### config.mk
export PLATFORM = sky130hd
export DESIGN_NAME = ctrl_fsm
export DESIGN_NICKNAME = d
export VERILOG_FILES = /design/src/rtl/ctrl_pkg.sv /design/src/rtl/ctrl_next.sv /design/src/rtl/ctrl_decode.sv /design/src/rtl/ctrl_fsm.sv
export SDC_FILE = /design/constraint.sdc
export NUM_CORES = 1
export LEC_CHECK = 0
export BUFFER_PORTS_ARGS = -buffer_cell sky130_fd_sc_hd__buf_4
export CELL_PAD_IN_SITES_DETAIL_PLACEMENT = 0
export CELL_PAD_IN_SITES_GLOBAL_PLACEMENT = 2
export CORE_ASPECT_RATIO = 1.4
export CORE_MARGIN = 5
export CORE_UTILIZATION = 19
export DETAILED_ROUTE_END_ITERATION = 8
export PLACE_DENSITY = 0.82
export SYNTH_ARGS = -nofsm -noshare
export SYNTH_HDL_FRONTEND = slang
export SYNTH_SLANG_ARGS = --single-unit
### constraint.sdc
create_clock -name clk -period 1.1 [get_ports clk]
set_input_delay 0.22 -clock clk [delete_from_list [all_inputs] [get_ports clk]]
set_output_delay 0.22 -clock clk [all_outputs]
set_load 0.01 [all_outputs]
### src/rtl/ctrl_pkg.sv
// Shared definitions for the multicycle control sequencer.
// Assumes a 6-bit opcode and a 4-byte instruction fetched one byte per cycle.
package ctrl_pkg;
    localparam int ST_W     = 4;
    localparam int OP_W     = 6;
    localparam int IR_BYTES = 4;
    localparam int ST_N     = 1 << ST_W;

    typedef enum logic [ST_W-1:0] {
        S_FET0  = 4'd0,
        S_FET1  = 4'd1,
        S_FET2  = 4'd2,
        S_FET3  = 4'd3,
        S_DEC   = 4'd4,
        S_ADDR  = 4'd5,
        S_LDRD  = 4'd6,
        S_LDWB  = 4'd7,
        S_STWR  = 4'd8,
        S_RGEX  = 4'd9,
        S_RGWB  = 4'd10,
        S_BREX  = 4'd11,
        S_JMP   = 4'd12,
        S_AIWB  = 4'd13
    } state_e;

    localparam logic [OP_W-1:0] OP_LDB  = 6'b100000;
    localparam logic [OP_W-1:0] OP_STB  = 6'b101000;
    localparam logic [OP_W-1:0] OP_ADDI = 6'b001000;
    localparam logic [OP_W-1:0] OP_JMP  = 6'b000010;
    localparam logic [OP_W-1:0] OP_RRR  = 6'b000000;
    localparam logic [OP_W-1:0] OP_BEQ  = 6'b000100;

    typedef struct packed {
        logic [IR_BYTES-1:0] ir_wr;
        logic                pc_wr;
        logic                pc_wr_cond;
        logic                mem_rd;
        logic                mem_wr;
        logic                addr_sel;
        logic                reg_wr;
        logic                reg_dst;
        logic                wb_sel;
        logic                src_a;
        logic [1:0]          src_b;
        logic [1:0]          alu_op;
        logic [1:0]          pc_src;
        logic                alu_exec;
    } ctrl_t;
endpackage

### src/rtl/ctrl_next.sv
// Next-state logic: each bit of the next code is a sum of products of
// one-hot state matches and opcode matches. Purely combinational.
// Assumes the state encoding of ctrl_pkg; unlisted paths fall to 0000.
module ctrl_next
    import ctrl_pkg::*;
(
    input  logic [ST_W-1:0] state_i,
    input  logic [OP_W-1:0] op_i,
    output logic [ST_W-1:0] next_o
);
    logic [ST_N-1:0] st;
    logic is_ldb, is_stb, is_addi, is_jmp, is_rrr, is_beq;

    // Decode the present state code into one match line per code.
    for (genvar k = 0; k < ST_N; k++) begin : g_match
        assign st[k] = (state_i == ST_W'(k));
    end

    // Opcode match lines.
    always_comb begin
        is_ldb  = (op_i == OP_LDB);
        is_stb  = (op_i == OP_STB);
        is_addi = (op_i == OP_ADDI);
        is_jmp  = (op_i == OP_JMP);
        is_rrr  = (op_i == OP_RRR);
        is_beq  = (op_i == OP_BEQ);
    end

    // Sum-of-products equation for each next-state bit.
    always_comb begin
        next_o[0] = st[0] | st[2] | st[6]
                  | (st[4] & (is_ldb | is_stb | is_addi | is_rrr | is_beq))
                  | (st[5] & is_addi);
        next_o[1] = st[1] | st[2] | st[6] | st[9]
                  | (st[5] & is_ldb)
                  | (st[4] & is_beq);
        next_o[2] = st[3] | st[6]
                  | (st[4] & (is_ldb | is_stb | is_addi | is_jmp))
                  | (st[5] & (is_ldb | is_addi));
        next_o[3] = st[9]
                  | (st[5] & (is_stb | is_addi))
                  | (st[4] & (is_rrr | is_beq | is_jmp));
    end
endmodule

### src/rtl/ctrl_decode.sv
// Moore output decoder: maps the present state onto the datapath strobes.
// Assumes the state encoding of ctrl_pkg; unused codes drive all strobes low.
module ctrl_decode
    import ctrl_pkg::*;
(
    input  logic [ST_W-1:0] state_i,
    output ctrl_t           ctrl_o
);
    // One case arm per state; defaults keep every strobe low.
    always_comb begin
        ctrl_o = '0;
        case (state_i)
            S_FET0, S_FET1, S_FET2, S_FET3: begin
                ctrl_o.ir_wr  = IR_BYTES'(1) << state_i[1:0];
                ctrl_o.mem_rd = 1'b1;
                ctrl_o.pc_wr  = 1'b1;
                ctrl_o.src_b  = 2'b01;
            end
            S_DEC: begin
                ctrl_o.src_b = 2'b11;
            end
            S_ADDR: begin
                ctrl_o.src_a    = 1'b1;
                ctrl_o.src_b    = 2'b10;
                ctrl_o.alu_exec = 1'b1;
            end
            S_LDRD: begin
                ctrl_o.mem_rd   = 1'b1;
                ctrl_o.addr_sel = 1'b1;
            end
            S_LDWB: begin
                ctrl_o.reg_wr = 1'b1;
                ctrl_o.wb_sel = 1'b1;
            end
            S_STWR: begin
                ctrl_o.mem_wr   = 1'b1;
                ctrl_o.addr_sel = 1'b1;
            end
            S_RGEX: begin
                ctrl_o.src_a    = 1'b1;
                ctrl_o.alu_op   = 2'b10;
                ctrl_o.alu_exec = 1'b1;
            end
            S_RGWB: begin
                ctrl_o.reg_wr  = 1'b1;
                ctrl_o.reg_dst = 1'b1;
            end
            S_BREX: begin
                ctrl_o.src_a      = 1'b1;
                ctrl_o.alu_op     = 2'b01;
                ctrl_o.pc_wr_cond = 1'b1;
                ctrl_o.pc_src     = 2'b01;
                ctrl_o.alu_exec   = 1'b1;
            end
            S_JMP: begin
                ctrl_o.pc_wr  = 1'b1;
                ctrl_o.pc_src = 2'b10;
            end
            S_AIWB: begin
                ctrl_o.reg_wr = 1'b1;
            end
            default: ctrl_o = '0;
        endcase
    end

    // Memory read and write strobes never overlap.
    always_comb begin
        a_mem_excl_r9: assert (!(ctrl_o.mem_rd && ctrl_o.mem_wr));
    end
endmodule

### src/rtl/ctrl_fsm.sv
// Top of the multicycle control sequencer: holds the 4-bit state register
// and joins the next-state and output decoders.
// Assumes op_i is stable from the decode state until the path completes.
module ctrl_fsm
    import ctrl_pkg::*;
(
    input  logic            clk,
    input  logic            rst_n,
    input  logic [5:0]      op_i,
    output logic [3:0]      state_o,
    output logic [3:0]      ir_wr_o,
    output logic            pc_wr_o,
    output logic            pc_wr_cond_o,
    output logic            mem_rd_o,
    output logic            mem_wr_o,
    output logic            addr_sel_o,
    output logic            reg_wr_o,
    output logic            reg_dst_o,
    output logic            wb_sel_o,
    output logic            src_a_o,
    output logic [1:0]      src_b_o,
    output logic [1:0]      alu_op_o,
    output logic [1:0]      pc_src_o,
    output logic            alu_exec_o
);
    logic [ST_W-1:0] state_q;
    logic [ST_W-1:0] state_d;
    ctrl_t           ctrl;

    ctrl_next u_next (
        .state_i (state_q),
        .op_i    (op_i),
        .next_o  (state_d)
    );

    ctrl_decode u_dec (
        .state_i (state_q),
        .ctrl_o  (ctrl)
    );

    // State register with synchronous active-low reset to the first fetch.
    always_ff @(posedge clk) begin
        if (!rst_n) state_q <= S_FET0;
        else        state_q <= state_d;
    end

    // Fan the control struct out onto the ports.
    always_comb begin
        state_o      = state_q;
        ir_wr_o      = ctrl.ir_wr;
        pc_wr_o      = ctrl.pc_wr;
        pc_wr_cond_o = ctrl.pc_wr_cond;
        mem_rd_o     = ctrl.mem_rd;
        mem_wr_o     = ctrl.mem_wr;
        addr_sel_o   = ctrl.addr_sel;
        reg_wr_o     = ctrl.reg_wr;
        reg_dst_o    = ctrl.reg_dst;
        wb_sel_o     = ctrl.wb_sel;
        src_a_o      = ctrl.src_a;
        src_b_o      = ctrl.src_b;
        alu_op_o     = ctrl.alu_op;
        pc_src_o     = ctrl.pc_src;
        alu_exec_o   = ctrl.alu_exec;
    end

    // First cycle out of reset sits in the first fetch state.
    p_reset_entry_r1: assert property (@(posedge clk) disable iff (!rst_n)
        $rose(rst_n) |-> state_q == S_FET0);

    // Fetch states and the last fetch advance by one code.
    p_fetch_adv_r2: assert property (@(posedge clk) disable iff (!rst_n)
        (state_q <= S_FET3) |=> state_q == $past(state_q) + 4'd1);

    // An instruction byte load always comes with a PC increment.
    p_irload_pc_r2: assert property (@(posedge clk) disable iff (!rst_n)
        (ir_wr_o != '0) |-> ($onehot0(ir_wr_o) && pc_wr_o && mem_rd_o));

    // Unknown opcode in decode falls back to the first fetch.
    p_undef_op_r4: assert property (@(posedge clk) disable iff (!rst_n)
        (state_q == S_DEC && op_i != OP_LDB && op_i != OP_STB && op_i != OP_ADDI
         && op_i != OP_JMP && op_i != OP_RRR && op_i != OP_BEQ)
        |=> state_q == S_FET0);

    // The long ALU cycle never repeats back to back.
    p_exec_single_r7: assert property (@(posedge clk) disable iff (!rst_n)
        alu_exec_o |=> !alu_exec_o);

    // Conditional PC write happens only in an ALU cycle, never with a plain write.
    p_branch_only_r8: assert property (@(posedge clk) disable iff (!rst_n)
        pc_wr_cond_o |-> (alu_exec_o && !pc_wr_o));

    // A register write ends the instruction.
    p_wb_last_r10: assert property (@(posedge clk) disable iff (!rst_n)
        reg_wr_o |=> state_q == S_FET0);
endmodule

* Word level (Yosys, flattened, before mapping)
Cells that the tools add are included.
Cells by class: $add $sub $neg 0, multiply operators 0, divide/modulo/power cells 0, $lt $le $gt $ge 0, equality and inequality tests 18, shift operators 1, mux-type cells 13, bitwise operators 31, reductions and logical operators 8
Operators by type and width (count):
- == test 4 bit (second input constant) | 6
- OR 1 bit | 23
- == test 4 x 3 -> 1 bit (second input constant) | 4
- == test 6 bit (second input constant) | 2
- OR reduction 5 bit | 2
- 2-to-1 mux 1 bit | 9
- AND 1 bit | 8
- == test 4 x 2 -> 1 bit (second input constant) | 2
- case mux 2 bit (2 select lines) | 2
- == test 6 x 2 -> 1 bit (second input constant) | 1
- == test 6 x 3 -> 1 bit (second input constant) | 1
- == test 6 x 4 -> 1 bit (second input constant) | 1
- logical NOT 6 bit | 1
- case mux 2 bit (3 select lines) | 1
- OR reduction 3 bit | 2
- == test 4 x 1 -> 1 bit (second input constant) | 1
- logical NOT 4 bit | 1
- 2-to-1 mux 4 bit | 1
- OR reduction 4 bit | 1
- << shifter 1 x 2 -> 4 bit (first input constant) | 1
- OR reduction 2 bit | 1
Storage, ports and cells: register bits 4, latch bits 0, bits in writable memories 0, ROM bits 0, input bits 8, output and inout port bits 24, logic and storage cells 72, memories 0

* Logic depth before layout (Yosys ltp)
depth in word-level cells 8, gate-level depth with buffers 4, depth with buffers taken out 3

* By module
Synthesis repeated with hierarchy kept, for this count alone.
Second synthesis, totals: cell total of the unflattened synthesis 75, area total of the unflattened synthesis 548.0 um^2
Modules (own cells, without submodules):
- ctrl_next | times used 1, cells an instance 33, area an instance 251.5 um^2, sequential area each 0.0 um^2
- ctrl_decode | times used 1, cells an instance 34, area an instance 191.4 um^2, sequential area each 0.0 um^2
- ctrl_fsm | times used 1, cells an instance 8, area an instance 105.1 um^2, sequential area each 80.1 um^2

* Least setup slack after synthesis
Ideal clock, no wire load.
path kind register to output, from register state_q[2], in the netlist state_o[2], to output port src_a_o, data arrival time 1143 ps, data required time 880 ps, setup slack -263 ps, stages on the path, launching flop included 5, buffers on the path 2, cells stage by stage dfxtp_1 > buf_4 > nor3b_4 > o21a_1 > buf_4
On the way: longest elaborated chain between the ends 3, elaborated cells between the ends (all ways) 5, classes of those cells eq/ne (3); mux (1); reduce/logical (1)
RTL lines:
- from (decl) | line ctrl_fsm.sv:26 | logic [ST_W-1:0] state_q;
- from (signal assigned) | line ctrl_fsm.sv:44 | else state_q <= state_d;
- == test 4 x 3 -> 1 bit / == test 4 bit (equally long branches)
- OR reduction 3 bit (no source line) (*)
- 2-to-1 mux 1 bit (*)
- to (decl) | line ctrl_fsm.sv:20 | output logic src_a_o,
Every way passes the cells marked *; elsewhere a longest branch is shown, timed or not.

* Final worst setup path
from register state_q[1], in the netlist state_o[1], to output port reg_wr_o
On the way: longest elaborated chain between the ends 3, elaborated cells between the ends (all ways) 5, classes of those cells eq/ne (3); mux (1); reduce/logical (1)
RTL lines:
- == test 4 x 3 -> 1 bit / == test 4 bit (equally long branches) | line ctrl_decode.sv:12 | case (state_i)
- OR reduction 3 bit (no source line) (*)
- 2-to-1 mux 1 bit (*) | line ctrl_decode.sv:12
- to (decl) | line ctrl_fsm.sv:17 | output logic reg_wr_o,
Marks and branches as above.

==> key figures <==
Status
  – Run status: finished with violations
  – Failing checks: setup timing

Worst setup path
  – CP endpoint kind: primary output
  – Crit Path Class: register to primary output
  – CP Data Required Time: 880 ps
  – CP arrival: roughly 1200 ps
  – Reg-to-reg startpoint: state_o[1]$_SDFF_PN0_
  – Worst Path Max Fanout: 5
  – Crit path launch: state_o[1]$_SDFF_PN0_
  – Startpoint types: register

Die
  – Die height: 73.9 um
  – CORE AREA: 2850 sq um
  – Die footprint: 4110 sq um
  – Num rows: 23
  – Die X: about 56 um
  – Ports: 32
  – Initial Util: about 19%

Routing
  – Drt first pass iters: 3
  – Wire length per cell: 12.7 um
  – WL final: ~2000 um
  – DRT iter0 DRCs: 5
  – # DRC: 0
  – Vias/cell: 4.60
  – Detail Route Antenna Nets: 0
  – DR vias: 717

STA
  – Fmax: 0.696 GHz
  – Final setup viols: 24
  – Setup TNS: -5140 ps
  – RSZ-0062 raised after global routing: true
  – Clock Skew: 1.59 ps
  – Fin. max-slew vios: 0
  – Worst rel slew slack: 74.9%
  – Final min period: between 1000 and 1500 ps
  – Final worst-path cycle share: 131%
  – Worst hold slack: 272 ps
  – Final WS setup: -336 ps
  – Final Hold Vio Count: 0
  – Worst-Margin Slew: between 300 and 400 ps

Placed design
  – Placed cell area: 948 sq um
  – Worst slack, placed: -103 ps
  – I/O Buffers: 31
  – Placer Congestion: 0.725
  – Post-DP HPWL: ~1400 um
  – Cells after DPL: 149

Clock tree
  – Clk root buf: clkbuf_8
  – Clk pin slew, worst setup/hold paths: ~30 ps
  – CTS Buffer Depth: 2
  – Clock sink count: 4
  – Max H-tree Level: 1
  – Clk_lat worst skew: ~220 ps
  – CTS tree: built
  – Number of CTS-inserted buffers: 3

Synth
  – Number of library cell types mapped by synthesis: 35
  – Synth Area per Inst: roughly 7.5 sq um
  – Synth Register Bits: 4
  – Synth Warn #: 0
  – Largest cells by area after synthesis: dfxtp_1 14%, buf_4 5.4%, nor3b_1 5.4%
  – Syn_nets: 82
  – Seq/Total Area, Yosys: 14.4%
  – Post-Syn Area: 554 sq um
  – Synth area leader: dfxtp_1
  – Post-Synthesis Cells: 74
  – Ys flop type: dfxtp_1
  – Yosys top cell area share: ~14%
  – Post-synth ARST share: 0%
  – EDFF count, synth: 0

Final layout
  – Final Non-Filler Cells: between 150 and 200
  – Nets: 129
  – Final Util: 41.6%
  – Final instance area: 1180 sq um
  – Layout cell share with drive strength beyond 1: roughly 72%
  – Area Growth Syn to Fin: 114%
  – Number of diodes: 0
  – Max reg flops: 4
  – Fillers: 290

Min path
  – Hold path startpoint: rst_n
  – HP Class: primary input to register

Power and ir drop
  – P per Cell Area: 655 nW/um^2
  – Final Power: 0.776 mW
  – Maximum vdd drop: 347 uV
  – Leakage Power: 0.521 nW

GRT
  – First-pass GRT wire length: 2940 um
  – Largest net degree at the start of global routing: 9
  – Initial antenna violation count: 0
  – Number of global-route vias before repair: between 600 and 700
  – Total grt overflow: 0
  – GR Util All Layers: 9.19%

Job
  – Max-cap viol count: 0
[cell families after synthesis]
family,share of synthesized area (%)
compound gates,20.3
xor+xnor,4.74
buf+inv,15.6
flops,14.4
simple gates,44.9
[per-layer routing]
metal | routed length, um | global-route usage, % | vias to the layer above
li1 | - | - | 352
met1 | 720 | 8.65 | 335
met2 | 1080 | 17.8 | 28
met3 | 156 | 3.87 | 2
met4 | 25 | 3.24 | 0
met5 | 0 | 0 | -
[synthesized netlist by cell type (3+ instances only)]
master	number
a21oi_1	5
buf_2	3
buf_4	4
dfxtp_1	4
inv_1	3
nand2b_1	3
nand3_1	3
nor2_1	6
nor3_1	4
nor3b_1	4
o21ai_0	3
xor2_1	3
[power by group]
| part | internal (mW) | total, mW | switching (mW) |
|---|---|---|---|
| sequential | 0.151 | 0.169 | 0.0175 |
| combinational | 0.156 | 0.299 | 0.143 |
| clock | 0.233 | 0.309 | 0.0760 |
| total | 0.540 | 0.776 | 0.236 |
[placed cells by master, fill, tap and decap left out, drive strengths merged, types with 2 or more instances in the layout]
master,n
buf,53
clkbuf,3
inv,3
nand4,2
o21ai,3
nand2b,3
xor2,3
and3b,2
nand3,3
nor2,6
a21oi,5
dfxtp,4
nand2,2
nor2b,2
nor3b,6
nor3,5
[timing repair]
item	CTS	global route
pin swaps	4	9
hold buffers	0	0
gates resized for setup	14	28
endpoints found under the setup margin	25	26
buffers inserted	1	3
[worst paths after layout]
path                      endpoint  slack, ps  depth (start not counted)
min reg2reg  state_o[2]$_SDFF_PN0_        730                          4
max reg2reg  state_o[1]$_SDFF_PN0_       -180                          6
max                       reg_wr_o       -340                          4
min          state_o[2]$_SDFF_PN0_        270                          3
[final cells by class]
type	count	area [sq um]	share of cell area, %
multi-input combinational	56	514	43.4
sequential	4	95.1	8.03
clock buffer	3	41.3	3.48
tap	37	46.3	3.91
timing repair buffer	53	477	40.2
inverter	3	11.3	0.950
[worst max-delay path, stage by stage, from the launching register on]
cell	delay [ps]
dfxtp_4	370
or2b_4	300
nor2_4	100
a31o_2	120
buf_6	100
No activity file was read; power rests on OpenSTA's default activity.
